File: config.mk
export PLATFORM = sky130hd
export DESIGN_NAME = rec_frame_serializer
export DESIGN_NICKNAME = d
export VERILOG_FILES = /design/src/rtl/rfs_pkg.sv /design/src/rtl/rfs_formatter.sv /design/src/rtl/rfs_lane_select.sv /design/src/rtl/rec_frame_serializer.sv
export SDC_FILE = /design/constraint.sdc
export NUM_CORES = 1
export LEC_CHECK = 0
export ABC_AREA = 1
export BUFFER_PORTS_ARGS = -buffer_cell sky130_fd_sc_hd__buf_2
export CAP_MARGIN = 20
export CORE_MARGIN = 2
export CORE_UTILIZATION = 50
export CTS_CLUSTER_SIZE = 28
export DETAILED_ROUTE_END_ITERATION = 12
export PLACE_DENSITY = 0.82
export RECOVER_POWER = 100
export SLEW_MARGIN = 20
export SYNTH_ARGS = -nofsm -noshare
export SYNTH_HDL_FRONTEND = slang
export SYNTH_HIERARCHICAL = 1
export SYNTH_SLANG_ARGS = --single-unit
File: constraint.sdc
create_clock -name clk -period 2.7 [get_ports clk]
set_clock_uncertainty 0.2 [all_clocks]
set_input_delay 0.135 -clock clk [delete_from_list [all_inputs] [get_ports clk]]
set_output_delay 0.135 -clock clk [all_outputs]
set_load 0.005 [all_outputs]
File: src/rtl/rfs_pkg.sv
package rfs_pkg;
    localparam int REC_W   = 24;
    localparam int BYTE_W  = 8;
    localparam int NBYTES  = REC_W / BYTE_W;
    localparam int IDX_W   = $clog2(NBYTES);
    localparam int KIND_W  = 3;
    localparam int CODE_W  = REC_W - 16;

    localparam logic [BYTE_W-1:0] K_IDLE = 8'h3C;
    localparam logic [BYTE_W-1:0] K_SOF  = 8'hFC;
    localparam logic [BYTE_W-1:0] K_EOF  = 8'hBC;

    localparam logic [CODE_W-1:0] CODE_HDR = 8'hE9;
    localparam logic [CODE_W-1:0] CODE_ADR = 8'hEA;
    localparam logic [CODE_W-1:0] CODE_VAL = 8'hEC;
    localparam logic [CODE_W-1:0] CODE_SVC = 8'hEF;

    typedef enum logic [KIND_W-1:0] {
        KIND_DATA = 3'd0,
        KIND_HDR  = 3'd1,
        KIND_ADR  = 3'd2,
        KIND_VAL  = 3'd3,
        KIND_SVC  = 3'd4
    } rec_kind_e;

    typedef enum logic [1:0] {
        SYM_IDLE,
        SYM_SOF,
        SYM_EOF,
        SYM_DATA
    } sym_e;

    typedef enum logic [2:0] {
        ST_IDLE,
        ST_SOF,
        ST_REC,
        ST_GAP,
        ST_EOF
    } fsm_e;
endpackage

File: src/rtl/rfs_formatter.sv
module rfs_formatter
    import rfs_pkg::*;
(
    input  logic [KIND_W-1:0] kind,
    input  logic [REC_W-1:0]  fields,
    output logic [REC_W-1:0]  word
);
    always_comb begin
        case (kind)
            KIND_DATA: word = fields;
            KIND_HDR:  word = {CODE_HDR, 4'b0000, fields[11:0]};
            KIND_ADR:  word = {CODE_ADR, fields[15:0]};
            KIND_VAL:  word = {CODE_VAL, fields[15:0]};
            default:   word = {CODE_SVC, fields[15:0]};
        endcase
    end
endmodule

File: src/rtl/rfs_lane_select.sv
module rfs_lane_select
    import rfs_pkg::*;
(
    input  logic [REC_W-1:0]  word,
    input  logic [IDX_W-1:0]  idx,
    input  sym_e              sym,
    output logic [BYTE_W-1:0] sym_byte,
    output logic              sym_k
);
    logic [BYTE_W-1:0] lanes [NBYTES];

    for (genvar g = 0; g < NBYTES; g++) begin : g_lane
        assign lanes[g] = word[REC_W-1-g*BYTE_W -: BYTE_W];
    end

    always_comb begin
        unique case (sym)
            SYM_IDLE: begin sym_byte = K_IDLE;     sym_k = 1'b1; end
            SYM_SOF:  begin sym_byte = K_SOF;      sym_k = 1'b1; end
            SYM_EOF:  begin sym_byte = K_EOF;      sym_k = 1'b1; end
            SYM_DATA: begin sym_byte = lanes[idx]; sym_k = 1'b0; end
        endcase
    end
endmodule

File: src/rtl/rec_frame_serializer.sv
module rec_frame_serializer
    import rfs_pkg::*;
(
    input  logic              clk,
    input  logic              rst_n,
    input  logic              in_valid,
    output logic              in_ready,
    input  logic [2:0]        in_kind,
    input  logic [23:0]       in_fields,
    input  logic              in_last,
    input  logic              out_ready,
    output logic [7:0]        out_byte,
    output logic              out_k
);
    localparam logic [IDX_W-1:0] LAST_IDX = IDX_W'(NBYTES - 1);

    fsm_e              state_q, state_d;
    logic [REC_W-1:0]  word_q, fmt_word;
    logic              last_q;
    logic [IDX_W-1:0]  idx_q;
    logic              take;
    logic              step;
    sym_e              sym;

    rfs_formatter u_fmt (
        .kind   (in_kind),
        .fields (in_fields),
        .word   (fmt_word)
    );

    rfs_lane_select u_lane (
        .word     (word_q),
        .idx      (idx_q),
        .sym      (sym),
        .sym_byte (out_byte),
        .sym_k    (out_k)
    );

    always_comb begin
        state_d = state_q;
        take    = 1'b0;
        step    = 1'b0;
        sym     = SYM_IDLE;
        unique case (state_q)
            ST_IDLE: begin
                sym = SYM_IDLE;
                if (out_ready && in_valid) begin
                    take    = 1'b1;
                    state_d = ST_SOF;
                end
            end
            ST_SOF: begin
                sym = SYM_SOF;
                if (out_ready) state_d = ST_REC;
            end
            ST_REC: begin
                sym = SYM_DATA;
                if (out_ready) begin
                    if (idx_q != LAST_IDX) begin
                        step = 1'b1;
                    end else if (last_q) begin
                        state_d = ST_EOF;
                    end else if (in_valid) begin
                        take = 1'b1;
                    end else begin
                        state_d = ST_GAP;
                    end
                end
            end
            ST_GAP: begin
                sym = SYM_IDLE;
                if (out_ready && in_valid) begin
                    take    = 1'b1;
                    state_d = ST_REC;
                end
            end
            ST_EOF: begin
                sym = SYM_EOF;
                if (out_ready) state_d = ST_IDLE;
            end
        endcase
        in_ready = take;
    end

    always_ff @(posedge clk) begin
        if (!rst_n) begin
            state_q <= ST_IDLE;
            word_q  <= '0;
            last_q  <= 1'b0;
            idx_q   <= '0;
        end else begin
            state_q <= state_d;
            if (take) begin
                word_q <= fmt_word;
                last_q <= in_last;
                idx_q  <= '0;
            end else if (step) begin
                idx_q <= idx_q + 1'b1;
            end
        end
    end
endmodule

### Yosys cells after proc, flatten, opt, wreduce, memory -nomap -nowiden

Cells that the tools add are included.

* word-level logic and storage cells: 59
* bits in latches: 0
* register bits: 30
* memories kept: 0
* bits in writable memories: 0
* output and inout bits: 10
* ROM bits: 0

* muxes and demuxes: 25
* $mul: 0
* equality and inequality tests: 18
* order comparisons: 1
* shifts and indexed selects: 0
* reduce and logical (&&, ||, !) cells: 8
* divide/modulo/power cells: 0
* $add $sub $neg: 1
* bitwise operators: 2

Operators with widths (count)
* case mux 24 bit (4 select lines): 1
* case mux 8 bit (4 select lines): 1
* two-way mux 3 bit: 8
* binary-select mux 8 bit (select 2 bit): 1
* two-way mux 8 bit: 2
* case mux 3 bit (5 select lines): 1
* != test 2 bit (second input constant): 7
* == test 3 x 2 -> 1 bit (second input constant): 4
* two-way mux 1 bit: 8
* case mux 2 bit (4 select lines): 1
* AND reduction 7 bit: 1
* == test 3 x 1 -> 1 bit (second input constant): 2
* zero test 3 bit: 2
* == test 2 bit (second input constant): 2
* case mux 1 bit (2 select lines): 2
* OR reduction 2 bit: 2
* == test 3 bit (second input constant): 1
* greater-or-equal comparator 3 bit (second input constant): 1
* != test 3 bit (second input constant): 1
* NOT 2 -> 3 bit: 1
* OR reduction 3 bit: 1
* adder 2 x 1 -> 2 bit (second input constant): 1
* == test 2 x 1 -> 1 bit (second input constant): 1
* zero test 2 bit: 1
* other kinds (2): 2

### Longest topological paths before layout

* depth in word-level cells: 6
* gate-level depth with buffers: 10

### By module

The synthesis kept the hierarchy.

Modules (own cells, without submodules)
* rec_frame_serializer: area each 1362.6 um^2, cells each 174, instances 1
* rfs_lane_select: area each 271.5 um^2, cells each 60, instances 1
* rfs_formatter: area each 221.5 um^2, cells each 39, instances 1

### Least setup slack after synthesis

Ideal clock, no wire load.

* kind: flip-flop to flip-flop
* start point: reg idx_q[1]
* end point: reg word_q[12]
* data arrival time: 1.352 ns
* data required time: 2.384 ns
* path slack: 1.032 ns
* library setup time: 0.116 ns
* cell stages (with the launch flop): 10
* clock period less this slack: 1.668 ns
* buffers on the path: 1
* path through: dfxtp_1 -> ha_1 -> nand2_1 -> nor2_1 -> nand2_4 -> nand2_8 -> inv_8 -> buf_12 -> nor2_2 -> nor2_1

* longest elaborated chain between the ends: 4

RTL lines
* from (decl): RTL line rec_frame_serializer.sv:20 `logic [IDX_W-1:0] idx_q;`
* from (signal assigned): RTL line rec_frame_serializer.sv:98 `idx_q <= idx_q + 1'b1;`
* != test 2 bit: RTL line rec_frame_serializer.sv:59 `if (idx_q != LAST_IDX) begin`
* two-way mux 1 bit: RTL line rec_frame_serializer.sv:59
* two-way mux 1 bit: RTL line rec_frame_serializer.sv:58 `if (out_ready) begin`
* case mux 1 bit (2 select lines): RTL line rec_frame_serializer.sv:44 `unique case (state_q)`
* to (signal assigned): RTL line rec_frame_serializer.sv:94 `word_q <= fmt_word;`
* to (decl): RTL line rec_frame_serializer.sv:18 `logic [REC_W-1:0] word_q, fmt_word;`

No other way between the ends.
A chain may end at the register's enable or synchronous reset.

### Worst setup path in the final report

* start point: reg idx_q[0]
* end point: out in_ready

* longest elaborated chain between the ends: 4

RTL lines
* != test 2 bit: RTL line rec_frame_serializer.sv:59
* two-way mux 1 bit: RTL line rec_frame_serializer.sv:59
* two-way mux 1 bit: RTL line rec_frame_serializer.sv:58
* case mux 1 bit (2 select lines): RTL line rec_frame_serializer.sv:44
* to (decl): RTL line rec_frame_serializer.sv:7 `output logic in_ready,`

No other way between the ends.

==> flow_summary.toml <==
[run_status]
status = "finished clean"

[logic_synthesis]
synth_cell_types = 28
yosysSeqAreaShare_pct = 32.37
synth_fp_nets = 306
synth_compound_area_share_pct = 12.61
async_reset_ff_share_pct = 0
synthAdderAreaFrac_pct = 0.6743
yosys_register_bits = 30
synth_top_area_share_pct = 32.37
synth-edff-count = 0
syn_area_per_cell_um2 = 6.797
synthXorXnorAreaFrac_pct = 0.4720
yosys-top-cells-count = "nor2_1 (54), nand2_1 (43), dfxtp_1 (30), o21ai_0 (28), inv_1 (27)"
syn_area_um2 = 1856
yosys_warnings = 6
synth-main-ff-cell = "dfxtp_1"
synthMuxAreaShare_pct = 0
synth_area_leaders = "dfxtp_1 (32%), nor2_1 (11%), nand2_1 (8.7%)"
synth-simple-area-share_pct = 37.56
synth_largest_area_cell = "dfxtp_1"
syn-instance-count = 273
yosysMostFrequentCell = "nor2_1"
synth_top_family_by_area = "simple AND/OR/NAND/NOR gates"

[die]
num_rows = 22
fp.coreArea_um2 = 3606
fp.dieH_um = 64.92
die_width_um = 64.92
die_area_um2 = 4215
io_pins = 42
start_util_pct = 51.46

[place]
placedCellCount = 343
dp_hpwl_um = 2724
placed_cell_area_um2 = 1957
gp_congestion = 0.8653
numPortBuffers = 41

[pwr]
power_frac_seq_pct = 36.0
p_sw_mw = 0.7171
leakagePower_nw = 1.051
power_frac_comb_pct = 45.1
max-vdd-ir-drop_mv = 0.4868
power_density_nw_per_um2 = 807.3
switching_share_pct = 41.44
clkPwrFrac_pct = 18.9
intPower_mw = 1.013

[global_route]
overflow = 0
first_global_vias = 1676
grtUsageTotal_pct = 20.81
grt_max_degree = 30
grt_pass1_wl_um = 6775
antenna_found_initial = 0

[finish]
drive_gt1_share_pct = 18.50
area_growth_pct = 15.51
fin_cells = 367
nets = 352
fillers = 356
multi_input_area_um2 = 902.1
fin_util_pct = 59.44
antenna_cells = 0
regArea_um2 = 600.6
post-route-cell-area_um2 = 2143

[drt]
dr.first_iter.drc_count = 97
viasPerCell = 4.804
drc = 0
antenna_left = 0
drt-total-wl_um = 3910
drtPass1Iterations = 4
vias = 1763
routedWlPerCell_um = 10.65

[hold_path]
min_path_type = "primary input to flip-flop"

[worst_setup_path]
critPathMaxStageDelay_ns = 0.52
slowest_stage = "clkbuf_1"
critical_path_class = "flip-flop to output pin"
cp.required_ns = 2.37
rrSetupSlack_ns = 0.52
cp-end-kind = "output pin"
critPathLaunchType = "flip-flop"
cp_cell_sequence = "clkbuf_1, inv_1, ha_1, nand2_1, nor2_1, nand2_4, nand2_8, buf_2"
arrival_ns = 1.97
crit_fanout = 27

[clock_network]
h-tree-depth = 2
post_cts_resized = 0
post_cts_buffers = 0
cts_buffers = 5
cts_root_buffer = "clkbuf_8"
tritoncts = "built"
clkLatencyLatePin_ns = 0.28
cts.sinks = 30
clk_pin_slew_ns = 0.06
clockBufferDepth = 2

[sta]
slew_viol_final = 0
tightest_slew_ns = 0.6874
post-route-min-period_ns = 2.304
tns_ns = 0
slew_headroom_pct = 54.17
fmax_ghz = 0.4340
setup_viol = 0
hold_viol = 0
post-route-period-util_pct = 85.33
rsz0062_at_grt = "false"

[job]
drv_cap = 0
[stage by stage]
step / power [mW] / hold WS (ns) / worst slack (ns)
after global placement: 1.406 / 0.1644 / 0.8756
final: 1.730 / 0.007010 / 0.3960
after CTS: 1.768 / 0.002817 / 0.5872
after global routing: 1.880 / 0.02297 / 0.2219
after floorplan: 1.268 / 0.06320 / 1.032
after detailed placement: 1.421 / 0.1694 / 0.8643
[layer usage]
metal	track usage, %	routed length, um	share of wire [%]
met1	23.25	1789	46
met2	35.95	1797	46
met3	4.514	179	4.6
met4	12.50	144	3.7
met5	0	0	0
[critical path: cells and delay by family (launching register included)]
family                     cells  cell delay, ns
adders and majority gates      1            0.23
and+or+nand+nor                4            0.36
buffers and inverters          3            0.78
DFF                            1            0.30
[flip-flops by register name, indices dropped and copies added (netlist names)]
signal / count
word_q: 24
last_q: 1
state_q: 3
idx_q: 2
[cells by family after synthesis]
group,after synthesis
XOR/XNOR,1
AND/OR/NAND/NOR,144
AO/OA/AOI/OAI,44
buffers and inverters,53
adder cells (fa/ha/maj),1
flip-flops,30
[power groups by stage]
stage | Sequential [mW] | Combinational [mW] | Clock, mW
3_3_place_gp | 0.628 | 0.778 | 0
2_1_floorplan | 0.611 | 0.657 | 0
3_5_place_dp | 0.630 | 0.791 | 0
4_1_cts | 0.622 | 0.813 | 0.333
5_1_grt | 0.636 | 0.897 | 0.347
6_report | 0.623 | 0.780 | 0.327
[worst paths after layout]
check,start,end,depth (start not counted)
setup / recovery,idx_q[0],in_ready,8
hold / removal,in_fields[18],word_q[18],5
setup reg to reg,idx_q[0],idx_q[1],10
hold reg to reg,word_q[23],word_q[23],2
[final cells by class]
class / count / share of cell area, %
inverters: 33 / 6.130
repair buffers: 59 / 17.40
well taps: 48 / 2.802
multi-input cells: 190 / 42.09
clock buffers: 7 / 3.561
flip-flops and latches: 30 / 28.02
[placed cells by master (no fill, tap or decap), types with 3 or more instances in the layout]
cell type | Yosys | layout
dlygate4sd3_1 | 0 | 17
dfxtp_1 | 30 | 30
a21oi_1 | 7 | 7
clkbuf_1 | 3 | 8
clkbuf_8 | 0 | 5
buf_2 | 0 | 35
inv_1 | 27 | 28
a21boi_0 | 4 | 4
nand2_1 | 43 | 43
nand3_1 | 13 | 14
nor2_1 | 54 | 72
o21ai_0 | 28 | 28
o21ai_1 | 4 | 4
nand2_2 | 3 | 3
inv_2 | 5 | 4
[timing repair]
action	CTS	global route
hold buffers	17	0
endpoints found under the hold margin	17	0
endpoints found under the setup margin	0	0
(Power assumes the default switching activity.)
